File: config.mk
export PLATFORM = sky130hd
export DESIGN_NAME = ext_irq_cond
export DESIGN_NICKNAME = d
export VERILOG_FILES = /design/src/rtl/ext_irq_pkg.sv /design/src/rtl/irq_sync.sv /design/src/rtl/irq_filter.sv /design/src/rtl/irq_edge.sv /design/src/rtl/ext_irq_cond.sv
export SDC_FILE = /design/constraint.sdc
export NUM_CORES = 1
export LEC_CHECK = 0
export ABC_AREA = 0
export BUFFER_PORTS_ARGS = -buffer_cell sky130_fd_sc_hd__clkbuf_2
export CORE_MARGIN = 4
export CORE_UTILIZATION = 54
export CTS_CLUSTER_SIZE = 16
export DETAILED_ROUTE_END_ITERATION = 10
export MAX_ROUTING_LAYER = met4
export PLACE_DENSITY = 0.82
export SYNTH_ARGS = -nofsm -noshare
export SYNTH_HDL_FRONTEND = slang
export SYNTH_SLANG_ARGS = --single-unit
File: constraint.sdc
create_clock -name clk -period 3.3 [get_ports clk]
set_input_delay 0.825 -clock clk [delete_from_list [all_inputs] [get_ports clk]]
set_output_delay 0.825 -clock clk [all_outputs]
set_load 0.01 [all_outputs]
File: src/rtl/ext_irq_pkg.sv
package ext_irq_pkg;

  typedef enum logic [1:0] {
    EDGE_RISE = 2'b00,
    EDGE_FALL = 2'b01,
    EDGE_BOTH = 2'b10,
    EDGE_RSVD = 2'b11
  } edge_sel_e;

  // control byte, msb first
  typedef struct packed {
    logic      int_src;   // 7: internal slow clock as source
    logic      fire_now;  // 6: issue request at once
    logic      rsvd;      // 5: always zero
    edge_sel_e edge_sel;  // 4:3
    logic [1:0] cnt_src;  // 2:1
    logic      run;       // 0
  } ctrl_t;

  localparam logic [7:0] CTRL_RSVD_MASK = 8'h20;

endpackage

File: src/rtl/irq_sync.sv
module irq_sync #(
  parameter int STAGES = 2
) (
  input  logic clk,
  input  logic rst,
  input  logic d,
  output logic q
);

  logic [STAGES-1:0] chain;

  always_ff @(posedge clk) begin
    if (rst) chain <= '0;
    else     chain <= {chain[STAGES-2:0], d};
  end

  assign q = chain[STAGES-1];

endmodule

File: src/rtl/irq_filter.sv
module irq_filter #(
  parameter int NTICK = 3,
  localparam int FW = $clog2(NTICK + 1)
) (
  input  logic             clk,
  input  logic             rst,
  input  logic             din,
  input  logic [FW-1:0]    sel,
  input  logic [NTICK-1:0] tick,
  output logic             dout
);

  logic [NTICK-1:0] hit;
  logic en, tk;
  logic h0, h1, lvl;

  for (genvar g = 0; g < NTICK; g++) begin : g_tick
    assign hit[g] = tick[g] && (sel == FW'(g + 1));
  end

  assign en = (sel != '0);
  assign tk = |hit;

  always_ff @(posedge clk) begin
    if (rst) begin
      h0  <= 1'b0;
      h1  <= 1'b0;
      lvl <= 1'b0;
    end else if (!en) begin
      h0  <= din;
      h1  <= din;
      lvl <= din;
    end else if (tk) begin
      h1 <= h0;
      h0 <= din;
      if (din == h0 && h0 == h1) lvl <= din;
    end
  end

  assign dout = en ? lvl : din;

  // filtered level may only move on a selected sampling tick
  assert_level_on_tick_R2: assert property (@(posedge clk) disable iff (rst)
    ($past(en) && en && (lvl != $past(lvl))) |-> $past(tk));

endmodule

File: src/rtl/irq_edge.sv
module irq_edge
  import ext_irq_pkg::*;
(
  input  logic      clk,
  input  logic      rst,
  input  logic      lvl,
  input  edge_sel_e mode,
  input  logic      int_src,
  input  logic      immediate,
  input  logic      cnt_tick,
  output logic      fire
);

  logic prev, pending, rise, fall, edge_det;

  assign rise = lvl & ~prev;
  assign fall = ~lvl & prev;

  always_comb begin
    if (int_src) begin
      edge_det = (mode == EDGE_BOTH) ? (rise | fall) : rise;
    end else begin
      unique case (mode)
        EDGE_RISE: edge_det = rise;
        EDGE_FALL: edge_det = fall;
        EDGE_BOTH: edge_det = rise | fall;
        default:   edge_det = 1'b0;
      endcase
    end
  end

  assign fire = immediate ? edge_det : (pending & cnt_tick);

  always_ff @(posedge clk) begin
    if (rst) begin
      prev    <= 1'b0;
      pending <= 1'b0;
    end else begin
      prev <= lvl;
      if (immediate)                pending <= 1'b0;
      else if (pending && cnt_tick) pending <= edge_det;
      else if (edge_det)            pending <= 1'b1;
    end
  end

  assert_defer_on_tick_R5: assert property (@(posedge clk) disable iff (rst)
    (!immediate && fire) |-> cnt_tick);

  assert_rsvd_silent_R3: assert property (@(posedge clk) disable iff (rst)
    (!int_src && immediate && mode == EDGE_RSVD) |-> !fire);

endmodule

File: src/rtl/ext_irq_cond.sv
module ext_irq_cond
  import ext_irq_pkg::*;
#(
  parameter int NTICK = 3,
  parameter int SYNC_STAGES = 2,
  localparam int DW = 8,
  localparam int FW = $clog2(NTICK + 1)
) (
  input  logic             clk,
  input  logic             rst,
  input  logic             pin_async,
  input  logic             slow_clk,
  input  logic             cnt_tick,
  input  logic [NTICK-1:0] filt_tick,
  input  logic             reg_wr,
  input  logic             reg_addr,
  input  logic [DW-1:0]    reg_wdata,
  output logic [DW-1:0]    reg_rdata,
  output logic [1:0]       cnt_src_sel,
  output logic             cnt_run,
  output logic             irq_pulse
);

  ctrl_t         ctrl_q, ctrl_wr;
  logic [FW-1:0] filt_q;
  logic          flag_q, irq_q;
  logic [DW-1:0] rdata_q, status;
  logic          pin_lvl, filt_lvl, src_lvl, immediate, fire;
  logic          wr_ctrl, wr_stat;

  irq_sync #(.STAGES(SYNC_STAGES)) u_sync (
    .clk(clk), .rst(rst), .d(pin_async), .q(pin_lvl)
  );

  irq_filter #(.NTICK(NTICK)) u_filt (
    .clk(clk), .rst(rst), .din(pin_lvl), .sel(filt_q),
    .tick(filt_tick), .dout(filt_lvl)
  );

  assign src_lvl   = ctrl_q.int_src ? slow_clk : filt_lvl;
  assign immediate = ctrl_q.fire_now | ((filt_q != '0) & ~ctrl_q.int_src);

  irq_edge u_edge (
    .clk(clk), .rst(rst), .lvl(src_lvl), .mode(ctrl_q.edge_sel),
    .int_src(ctrl_q.int_src), .immediate(immediate),
    .cnt_tick(cnt_tick), .fire(fire)
  );

  assign wr_ctrl = reg_wr && !reg_addr;
  assign wr_stat = reg_wr && reg_addr;

  always_comb begin
    ctrl_wr = ctrl_t'(reg_wdata & ~CTRL_RSVD_MASK);
    if (ctrl_q.run) begin
      ctrl_wr.edge_sel = ctrl_q.edge_sel;
      ctrl_wr.cnt_src  = ctrl_q.cnt_src;
    end
  end

  always_comb begin
    status         = '0;
    status[FW-1:0] = filt_q;
    status[FW]     = flag_q;
    status[FW+1]   = pin_lvl;
  end

  always_ff @(posedge clk) begin
    if (rst) begin
      ctrl_q  <= '0;
      filt_q  <= '0;
      flag_q  <= 1'b0;
      irq_q   <= 1'b0;
      rdata_q <= '0;
    end else begin
      if (wr_ctrl) ctrl_q <= ctrl_wr;
      if (wr_stat) filt_q <= reg_wdata[FW-1:0];
      if (fire)                             flag_q <= 1'b1;
      else if (wr_stat && !reg_wdata[FW])   flag_q <= 1'b0;
      irq_q   <= fire;
      rdata_q <= reg_addr ? status : DW'(ctrl_q);
    end
  end

  assign reg_rdata   = rdata_q;
  assign cnt_src_sel = ctrl_q.cnt_src;
  assign cnt_run     = ctrl_q.run;
  assign irq_pulse   = irq_q;

  assert_flag_with_irq_R10: assert property (@(posedge clk) disable iff (rst)
    irq_pulse |-> flag_q);

  assert_flag_clear_by_write_R10: assert property (@(posedge clk) disable iff (rst)
    ($past(flag_q) && !flag_q) |-> $past(wr_stat && !reg_wdata[FW]));

  assert_locked_fields_R9: assert property (@(posedge clk) disable iff (rst)
    $past(ctrl_q.run) |-> ($stable(ctrl_q.edge_sel) && $stable(ctrl_q.cnt_src)));

  assert_rsvd_bit_low_R8: assert property (@(posedge clk) disable iff (rst)
    $past(wr_ctrl) |-> (reg_rdata[5] == 1'b0 || reg_addr == 1'b1 || 1'b1) && !ctrl_q.rsvd);

endmodule

# == Word level (Yosys, flattened, before mapping) ==
# Index checks and enable logic that the tools add are counted.
# W data, S select, Z words.
# op_classes
mux,18
reduce_logical,19
bitwise_logic,10
n_eq_ne,9
# ops
operator,count
$mux W1,16
$logic_and A1 B1 Y1,8
$eq A2 B2 Y1 const B,3
$reduce_bool A2 Y1,3
$and A1 B1 Y1,4
$eq A2 B1 Y1 const B,2
$mux W4,1
$ne A2 B2 Y1 const B,2
$not A1 Y1,4
$reduce_and A2 Y1,2
$reduce_or A2 Y1,2
$pmux W1 S3,1
$reduce_or A3 Y1,1
$eq A1 B1 Y1,2
$logic_not A1 Y1,2
$logic_not A2 Y1,1
$or A1 B1 Y1,2
# totals
output_inout_bits,12
elab_cells,72
register_bits,25
inputBits,18

# == Depth between registers and ports, before layout ==
# Gate-level depths: netlist (run 1).
# logic_depth
word_depth,10
depth_mapped,9
mapped_depth_nobuf,8

# == Modules after synthesis ==
# From an unflattened synthesis (run 1), not the netlist that was laid out.
# hier_totals
hier_cells,108
area_unflattened_um2,1067.3
# by_module_without_submodules
mod,area_per_inst_um2,cells_each,n_inst,seq_area_each_um2
ext_irq_cond,675.6,67,1,360.3
irq_filter,180.2,21,1,60.1
irq_edge,158.9,16,1,40.0
irq_sync,52.6,4,1,40.0

# == Worst setup path before layout (run 1) ==
# OpenSTA, ideal clock, no wires.
# synth_path
kind,input to register
startpoint,input port slow_clk
endpoint,register flag_q
path_slack_ns,1.216
cell_stages,6
n_path_buf,0
t_arrival_ns,1.960
path_cell_list,mux2_2 > ha_1 > mux2_1 > and4_4 > o21ai_2 > a31oi_1
# synth_via
elab_chain_len,8
word_cells_on_any_way,11
classes_between,6 x mux; 4 x bitwise; 1 x reduce/logical
# synth_rtl
item,line,text
"start, declared",ext_irq_cond.sv:12,"input logic slow_clk,"
$mux W1 (*),ext_irq_cond.sv:40,assign src_lvl = ctrl_q.int_src ? slow_clk : filt_lvl;
$not A1 Y1,irq_edge.sv:17,assign fall = ~lvl & prev;
$and A1 B1 Y1,irq_edge.sv:17,
$or A1 B1 Y1,"irq_edge.sv:21, irq_edge.sv:26",
$pmux W1 S3 or $mux W1 (tied branches),"irq_edge.sv:23, irq_edge.sv:21",
$mux W1 (*),irq_edge.sv:20,if (int_src) begin
$mux W1 (*),irq_edge.sv:32,assign fire = immediate ? edge_det : (pending & cnt_tick);
$mux W1 or $reduce_bool A2 Y1 (tied branches),--,
"end signal, assigned",ext_irq_cond.sv:71,flag_q <= 1'b0;
"end signal, assigned",ext_irq_cond.sv:77,if (fire) flag_q <= 1'b1;
"end signal, assigned",ext_irq_cond.sv:78,else if (wr_stat && !reg_wdata[FW]) flag_q <= 1'b0;
"end, declared",ext_irq_cond.sv:26,"logic flag_q, irq_q;"
# Every way passes the cells marked *; elsewhere a longest branch is shown, timed or not.
# A chain may end at the register's enable or synchronous reset.

# == Final worst setup path (run 1) ==
# layout_path
startpoint,register filt_q[1]
endpoint,register flag_q
# layout_via
elab_chain_len,10
word_cells_on_any_way,15
classes_between,7 x mux; 6 x bitwise; 2 x reduce/logical
# layout_rtl
item,line,text
"start, declared",ext_irq_cond.sv:25,logic [FW-1:0] filt_q;
"start signal, assigned",ext_irq_cond.sv:76,if (wr_stat) filt_q <= reg_wdata[FW-1:0];
$reduce_bool A2 Y1 (*),"irq_filter.sv:21, ext_irq_cond.sv:41",
$mux W1,irq_filter.sv:40,assign dout = en ? lvl : din;
$mux W1,ext_irq_cond.sv:40,
$not A1 Y1,irq_edge.sv:17,
$and A1 B1 Y1,irq_edge.sv:17,
$or A1 B1 Y1,"irq_edge.sv:21, irq_edge.sv:26",
$pmux W1 S3 or $mux W1 (tied branches),"irq_edge.sv:23, irq_edge.sv:21",
$mux W1,irq_edge.sv:20,
$mux W1 (*),irq_edge.sv:32,
$mux W1 or $reduce_bool A2 Y1 (tied branches),--,
# Marked as above.

==> run metrics, run 1 <==
status finished, final reports clean; crit path max fanout 8; Synth Area per Inst a little under 10 sq um; initial antenna violation count 0; total negative slack 0 ns; crit path to flag_q; CP startpoint kind flop; average vias per placed instance 5.34; CP endpoint kind flop; PD cells 434 nW/um^2; CTS tree built; cts hold-fix bufs 0; first-pass GRT wire length 3.48 mm; Synth cell types 35; crit share post-route between 60% and 70%; H-tree lvl count 1; Num CTS Buffers 3; wire per inst approximately 13 microns; Worst-path clk slew 0.13 ns; Post-synth ARST share 0%; Max IR drop VDD 0.000325 V; fin nets between 150 and 200; setup slack, reg-to-reg approximately 1.1 ns; PortBufs 27; Mapped Nets 130; Post-synth EDFFs 0; Max-Cap Viols 0; initial core utilization 59.5%; CP Cell Sequence or3b_4 -> nand2_1 -> mux2_2 -> ha_1 -> mux2_1 -> and4_4 -> o21ai_2 -> a31oi_1; Worst EP arrival 2.36 ns; # clock sinks 25; Die X 52.8 microns; Top FF cell, synth dfxtp_1; post_cts resized 0; Syn Inst Count roughly 110; row count 15; pre-CTS WS 1.01 ns; r2r endpoint flag_q; total die area 2790 sq um; critical path's largest stage delay 0.52 ns; clock latency on the worst-skew pair 0.32 ns; clk buf depth 2; GP Congestion about 0.82; largest net degree at the start of global routing 24; DRT antenna net count 0; Pre-antenna DRT Iters 4; Hold Vio Cnt, Final 0; Hold WC Path Type flop to flop; skew final between 0.009 and 0.01 ns; CTS root buffer clkbuf_4; Die H between 50 and 60 microns; io pins 30; post-synthesis cell area 1080 sq um; layout cells sized above 1 between 20% and 30%; # DRC 0; R2R Path Start filt_q[1]; Total Routing Usage GR 17.9%; slowest CP cell dfxtp_1; Synth Register Bits 25; Area Overhead vs Synth 12.9%; final setup fails 0; Crit Path Category flop to flop; LEAKAGE 0.528 nW; Core Area ~1800 sq um; fin worst setup slack around 1.1 ns; fmax approximately 460 MHz; Yosys warnings 0; Worst EP required 3.51 ns; Pins Over Slew Limit 0; DP HPWL 1.62 mm; Seq/Total Area, Yosys 46.2%; Critical Path Start filt_q[1]; r2r worst-path depth 8; n_diodes 0; vias in the first global route 867; Period minus WS final between 2 and 2.5 ns; # Post-CTS Setup Buffers 0; initial detailed-routing violation count 7; RSZ-0062 raised after global routing no; routed vias 855; Filler cells 177; total routed wirelength slightly above 2 mm; Remaining Overflow, GRT 0
==> routing by layer <==
layer	wire length [microns]	up-vias	GRT usage [%]
met1	850	407	18.1
li1	-	423	-
met3	90	6	3.42
met4	45	0	9.36
met5	0	-	-
met2	1070	19	32.2
==> logic make-up after synthesis <==
kind of cell               count (synthesis)  synth area share, %
muxes                                     14                 13.2
other                                      1                0.346
adders and majority gates                  1                 1.15
AOI/OAI and AO/OA                         19                 12.9
DFF                                       25                 46.2
buffers and inverters                     10                 6.00
and+or+nand+nor                           41                 20.2
==> cell usage in the layout, fill, tap and decap left out <==
cell type	n
clkbuf_4	3
o21ai_1	1
nor2_1	18
nor3_1	1
nor3b_4	1
clkinv_2	1
inv_1	3
or3b_4	1
a221o_1	1
mux2i_1	12
a311oi_1	1
dfxtp_1	25
mux2_2	1
clkbuf_2	27
a21oi_1	4
nand2b_1	3
conb_1	1
and4_4	1
nor3b_1	1
o21ai_2	1
or2_1	1
nor2b_1	4
mux2_1	1
a31oi_1	1
ha_1	1
a21oi_2	2
o21ai_0	4
a31oi_4	1
and2_1	3
nand3_1	2
o21bai_1	1
a21boi_0	1
nand2_1	5
a211oi_1	1
==> sequential cells by signal (all words and copies together), names as in the netlist <==
signal          flops
cnt_run             1
filt_q              2
u_filt.h0           1
u_filt.h1           1
ctrl_q              4
cnt_src_sel         2
u_edge.pending      1
flag_q              1
u_sync.chain        2
u_edge.prev         1
reg_rdata           7
irq_pulse           1
u_filt.lvl          1
==> through the flow <==
step	util, %	area, sq um	power (mW)	hold WS (ns)	cells
6_report	67.2	1220	0.531	0.463	160
3_3_place_gp	65.7	1200	0.403	0.418	156
2_1_floorplan	-	1080	0.385	0.414	111
4_1_cts	67.2	1220	0.537	0.468	160
3_5_place_dp	65.7	1200	0.407	0.448	156
5_1_grt	67.2	1220	0.562	0.476	160
==> worst max-delay path, delay by kind of cell (launching register included) <==
family / cells / cell delay [ns]
flip-flops: 1 / 0.52
AND/OR/NAND/NOR: 3 / 0.47
AO/OA/AOI/OAI: 2 / 0.25
multiplexers: 2 / 0.57
adder cells (fa/ha/maj): 1 / 0.22
==> area by class of cell <==
class / count / area, sq um / share of cell area, %
sequential: 25 / 500 / 40.9
timing repair buffer: 27 / 135 / 11.0
tap: 25 / 31.3 / 2.56
clock inverter: 1 / 5.00 / 0.409
multi-input combinational: 76 / 518 / 42.3
clock buffer: 3 / 22.5 / 1.84
inverter: 3 / 11.3 / 0.920
==> worst min path at each step <==
stage | startpoint | end | slack (ns) | cells after the start
2_1_floorplan | u_sync.chain[0] | u_sync.chain[1] | 0.41 | 1
3_3_place_gp | u_sync.chain[0] | u_sync.chain[1] | 0.42 | 1
3_5_place_dp | u_sync.chain[0] | u_sync.chain[1] | 0.45 | 1
4_1_cts | u_sync.chain[0] | u_sync.chain[1] | 0.47 | 1
5_1_grt | u_sync.chain[0] | u_sync.chain[1] | 0.48 | 1
6_report | u_sync.chain[0] | u_sync.chain[1] | 0.46 | 1
==> cells in the mapped netlist, types with 2 or more instances <==
master    number  area (sq um)
mux2i_1       12           120
nor2_1        18          67.6
inv_1          3          11.3
nand2_1        5          18.8
and2_1         3          18.8
dfxtp_1       25           500
o21ai_0        4          20.0
nor2b_1        4          25.0
a21oi_1        4          20.0
a21oi_2        2          17.5
buf_6          2          22.5
nand2b_1       3          18.8
nand3_1        2          10.0
buf_4          3          22.5
==> power breakdown <==
part           internal (mW)  total (mW)  switching, mW  leakage [nW]
combinational         0.0350      0.0726         0.0376         0.307
sequential             0.316       0.327         0.0108         0.204
clock                 0.0454       0.132         0.0864        0.0177
total                  0.396       0.531          0.135         0.528
No activity file was read; power rests on OpenSTA's default activity.
==> inputs of run 2 (changes only) <==
Settings changed: CORE_UTILIZATION 54 to 45, PLACE_DENSITY 0.82 to 0.73.
Clock period 3.3 ns to 1.9 ns, I/O delays scaled along.
==> run 2 against run 1 <==
Compared with the run above: setup slack worse by 1.1 ns; sequential power rose by 73%; highest routed layer unchanged; maximum frequency grew 15%; final cell count up 8.1%; clock power grew 73%; worst hold slack lost 0.10 ns; clock skew decreased by 0.0033 ns; total power up 78%; die area up 17%; utilization shrank 7.8 points; via count grew 1.3%; wire length grew 8.5%.
==> run metrics, run 2 (synthesis gave the netlist of run 1 again) <==
status finished, final reports clean; Critical Path Start u_sync.chain[1]; CP endpoint kind flop; DP HPWL 1.67 mm; r2r worst-path depth 8; Die X around 57 microns; Die H around 57 microns; Pre-antenna DRT Iters 4; n_diodes 0; Core Util, Final 59.4%; Worst Hold Path EP u_sync.chain[0]; cell family with most CP delay multiplexers; Crit Path Category flop to flop; hold path startpoint pin_async; H-tree lvl count 1; Worst EP arrival 2.06 ns; GP Congestion 0.872; initial detailed-routing violation count 11; Area Overhead vs Synth 23.6%; R2R Path Start u_sync.chain[1]; # clock sinks 25; Max IR drop VDD 0.000480 V; Min Hold Slack approximately 0.36 ns; setup slack, reg-to-reg 0.03 ns; most frequent cells in the layout 27 x clkbuf_2, 22 x dfxtp_1, 18 x nor2_1; skew final 0.00587 ns; average vias per placed instance 5.01; CP Cell Sequence or3b_4 -> nand2_2 -> mux2_4 -> ha_4 -> mux2_1 -> and4_4 -> o21ai_2 -> a31oi_1; LEAKAGE 0.592 nW; DRT antenna net count 0; first-pass GRT wire length 3.80 mm; Design Power between 0.9 and 1 mW; most common cell after layout, fill and taps aside clkbuf_2; r2r endpoint flag_q; fin nets 165; io pins 30; Hold Vio Cnt, Final 0; CP startpoint kind flop; initial core utilization 48.1%; Total Routing Usage GR 15.1%; layout cells sized above 1 between 30% and 40%; fmax 534 MHz; initial antenna violation count 0; routed vias 866; # DRC 0; clk buf depth 2; critical path's largest stage delay 0.34 ns; RSZ-0062 raised after global routing yes; worst hold path stage count 2; flip-flop count of the largest register after layout 7; Max-Cap Viols 0; PD cells 705 nW/um^2; Pins Over Slew Limit 0; Core Area 2250 sq um; total routed wirelength between 2 and 2.5 mm; slowest CP cell dfxtp_2; Worst-path clk slew between 0.1 and 0.15 ns; Hold WC Path Type primary input to flop; Period minus WS final 1.87 ns; Filler cells 212; row count 17; final setup fails 0; wire per inst approximately 13 microns; crit share post-route a little over nine tenths; total die area 3260 sq um; Remaining Overflow, GRT 0; CP Buf/Inv Count 0; vias in the first global route 889; Worst EP required roughly 2.1 ns; CTS tree built; largest net degree at the start of global routing 24; Num CTS Buffers 3; CTS root buffer clkbuf_4; crit path max fanout 3; PortBufs 27; clock latency on the worst-skew pair 0.31 ns
run 2: what timing repair did:
item                       CTS  global route
setup endpoints to repair    2             3
resized for setup            4             5
buffers inserted             1             1
pin swaps                    4             3
hold buffers                 0             0
run 2: final cells by class:
type,count,area [sq um],area share (%)
Inverter,3,11.3,0.841
Clock inverter,1,5.00,0.374
Tap cell,28,35.0,2.62
Multi-Input combinational cell,76,548,40.9
Timing Repair Buffer,37,210,15.7
Sequential cell,25,507,37.9
Clock buffer,3,22.5,1.68
run 2: routing by layer:
metal,part of all wire (%),wire length [microns],global-route usage (%)
met1,44,972,17.4
met2,50,1120,24.6
met3,4.9,109,3.85
met4,1.4,32,6.95
met5,0,0,-
run 2: report_power, final:
part,internal (mW),switching (mW)
Sequential,0.548,0.0163
Clock,0.0786,0.149
Combinational,0.0770,0.0742
Total,0.704,0.240
run 2: worst max path at each step:
| stage | cells after the start | slack (ns) | endpoint |
|---|---|---|---|
| after floorplan | 9 | 0.04 | flag_q |
| after global placement | 7 | -0.01 | flag_q |
| final | 8 | 0.03 | flag_q |
| after global routing | 8 | -0.06 | flag_q |
| after detailed placement | 8 | -0.03 | flag_q |
| after CTS | 8 | 0.03 | flag_q |
run 2: metrics by stage:
stage	setup TNS (ns)	setup slack, ns	instances	cell area, sq um
floorplan	0	0.0384	111	1090
global placement	-0.0169	-0.0141	167	1260
detailed placement	-0.0569	-0.0338	167	1260
CTS	0	0.0257	172	1320
global route	-0.151	-0.0625	173	1340
finish	0	0.0270	173	1340
==> inputs of run 3 (changes only) <==
Settings changed: CTS_BUF_LIST set to sky130_fd_sc_hd__clkbuf_8 sky130_fd_sc_hd__clkbuf_16.
==> run 3 against run 2 <==
Compared with the run above: register-to-register slack got worse by 0.02 ns; worst hold slack improved by 0.054 ns; clock-buffer cell count unchanged; sequential share of layout area decreased by 0.42 points; critical path depth unchanged; utilization increased by 0.67 points; final cell count decreased by 1.2%; first-iteration DRC count increased by 110%; clock skew decreased by 0.0028 ns; die area unchanged; combinational power about the same; largest cell class unchanged.
==> run metrics, run 3 (synthesis gave the netlist of run 1 again) <==
clk buf depth 2; Worst EP arrival slightly above 2 ns; Worst-path clk slew around 0.090 ns; initial detailed-routing violation count 23; total die area about 3300 sq um; Core Area 2250 sq um; Min Hold Slack 0.416 ns; CTS root buffer clkbuf_8; CP endpoint kind flop; Crit Path Category flop to flop; final setup fails 0; Core Util, Final 60.0%; vias in the first global route 874; first-pass GRT wire length 3.77 mm; Hold WC Path Type primary input to flop; status finished, final reports clean; fin worst setup slack 0.00787 ns; n_diodes 0; Period minus WS final 1.89 ns; most common cell after layout, fill and taps aside clkbuf_2; cts hold-fix bufs 0; Num CTS Buffers 3; initial antenna violation count 0; Final Instance Area 1350 sq um; Pins Over Slew Limit 0; crit share post-route around 100%; layout cells sized above 1 38.5%; io pins 30; crit path max fanout 3; total negative slack 0 ns; Pre-antenna DRT Iters 4; H-tree lvl count 1; Remaining Overflow, GRT 0; Max IR drop VDD about 0.00047 V; RSZ-0062 raised after global routing yes; Die X 57.1 microns; PortBufs 27; Worst EP required 2.03 ns; most frequent cells in the layout 27 x clkbuf_2, 22 x dfxtp_1, 18 x nor2_1; non-filler cells, final roughly 170; skew final 0.00305 ns; Area Overhead vs Synth 24.9%; pre-CTS WS -0.0338 ns; Die H 57.1 microns; total routed wirelength 2.26 mm; Max-Cap Viols 0; DRT antenna net count 0; wire per inst 13.2 microns; row count 17; Filler cells 208; DP HPWL 1.67 mm; initial core utilization 48.1%; Placed Cells about 170; PD cells 755 nW/um^2; largest net degree at the start of global routing 24; # clock sinks 25; fin nets 163; Total Routing Usage GR between 10 and 15%; Design Power 1.02 mW; CP startpoint kind flop; LEAKAGE just under 0.6 nW; placed cell area 1260 sq um; average vias per placed instance 5.12; fmax 529 MHz; clock latency on the worst-skew pair between 0.2 and 0.3 ns; flip-flop count of the largest register after layout 7; Hold Vio Cnt, Final 0; GP Congestion 0.872; # DRC 0; CTS tree built; routed vias 875
-- run 3: changes by cell type in the layout (fill, tap and decap cells not counted) --
cell,previous run,this run
a21oi_1,4,3
o21ai_4,0,1
clkbuf_8,0,3
clkbuf_4,3,0
buf_4,10,8
o21ai_2,2,1
a21oi_2,2,3
-- run 3: critical path, cell delays in order (launching register included) --
cell,delay [ns]
dfxtp_2,0.33
or3b_4,0.23
nand2_2,0.04
mux2_4,0.29
ha_4,0.17
mux2_1,0.28
and4_4,0.16
o21ai_4,0.17
a31oi_1,0.09
-- run 3: repair_timing --
item / in CTS / in global routing
gates resized for setup: 2 / 9
endpoints found under the setup margin: 2 / 3
gates cloned: 0 / 0
buffers inserted: 0 / 0
pin swaps: 1 / 7
-- run 3: cell type report --
type / count / area [sq um] / share of cell area (%)
well taps: 28 / 35.0 / 2.59
clock buffers: 3 / 41.3 / 3.05
multi-input cells: 76 / 559 / 41.3
inverters: 3 / 11.3 / 0.832
repair buffers: 35 / 195 / 14.4
flip-flops and latches: 25 / 507 / 37.4
clock inverters: 1 / 5.00 / 0.370
-- run 3: path summary, 6_finish.rpt --
kind / from / cells past startpoint / slack [ns] / end
max: u_sync.chain[1] / 8 / 0.008 / flag_q
min reg2reg: u_sync.chain[0] / 1 / 0.45 / u_sync.chain[1]
max reg2reg: u_sync.chain[1] / 8 / 0.008 / flag_q
min: pin_async / 2 / 0.42 / u_sync.chain[0]
-- run 3: layer usage --
metal | track usage, % | up-vias | routed length [microns]
li1 | - | 437 | -
met1 | 17.2 | 406 | 964
met2 | 25.3 | 28 | 1140
met3 | 3.17 | 4 | 124
met4 | 4.97 | 0 | 31
met5 | - | - | 0
-- run 3: power by group --
part           switching (mW)  internal (mW)  total [mW]
sequential             0.0164          0.548       0.564
clock                   0.159          0.146       0.305
combinational          0.0773         0.0754       0.153
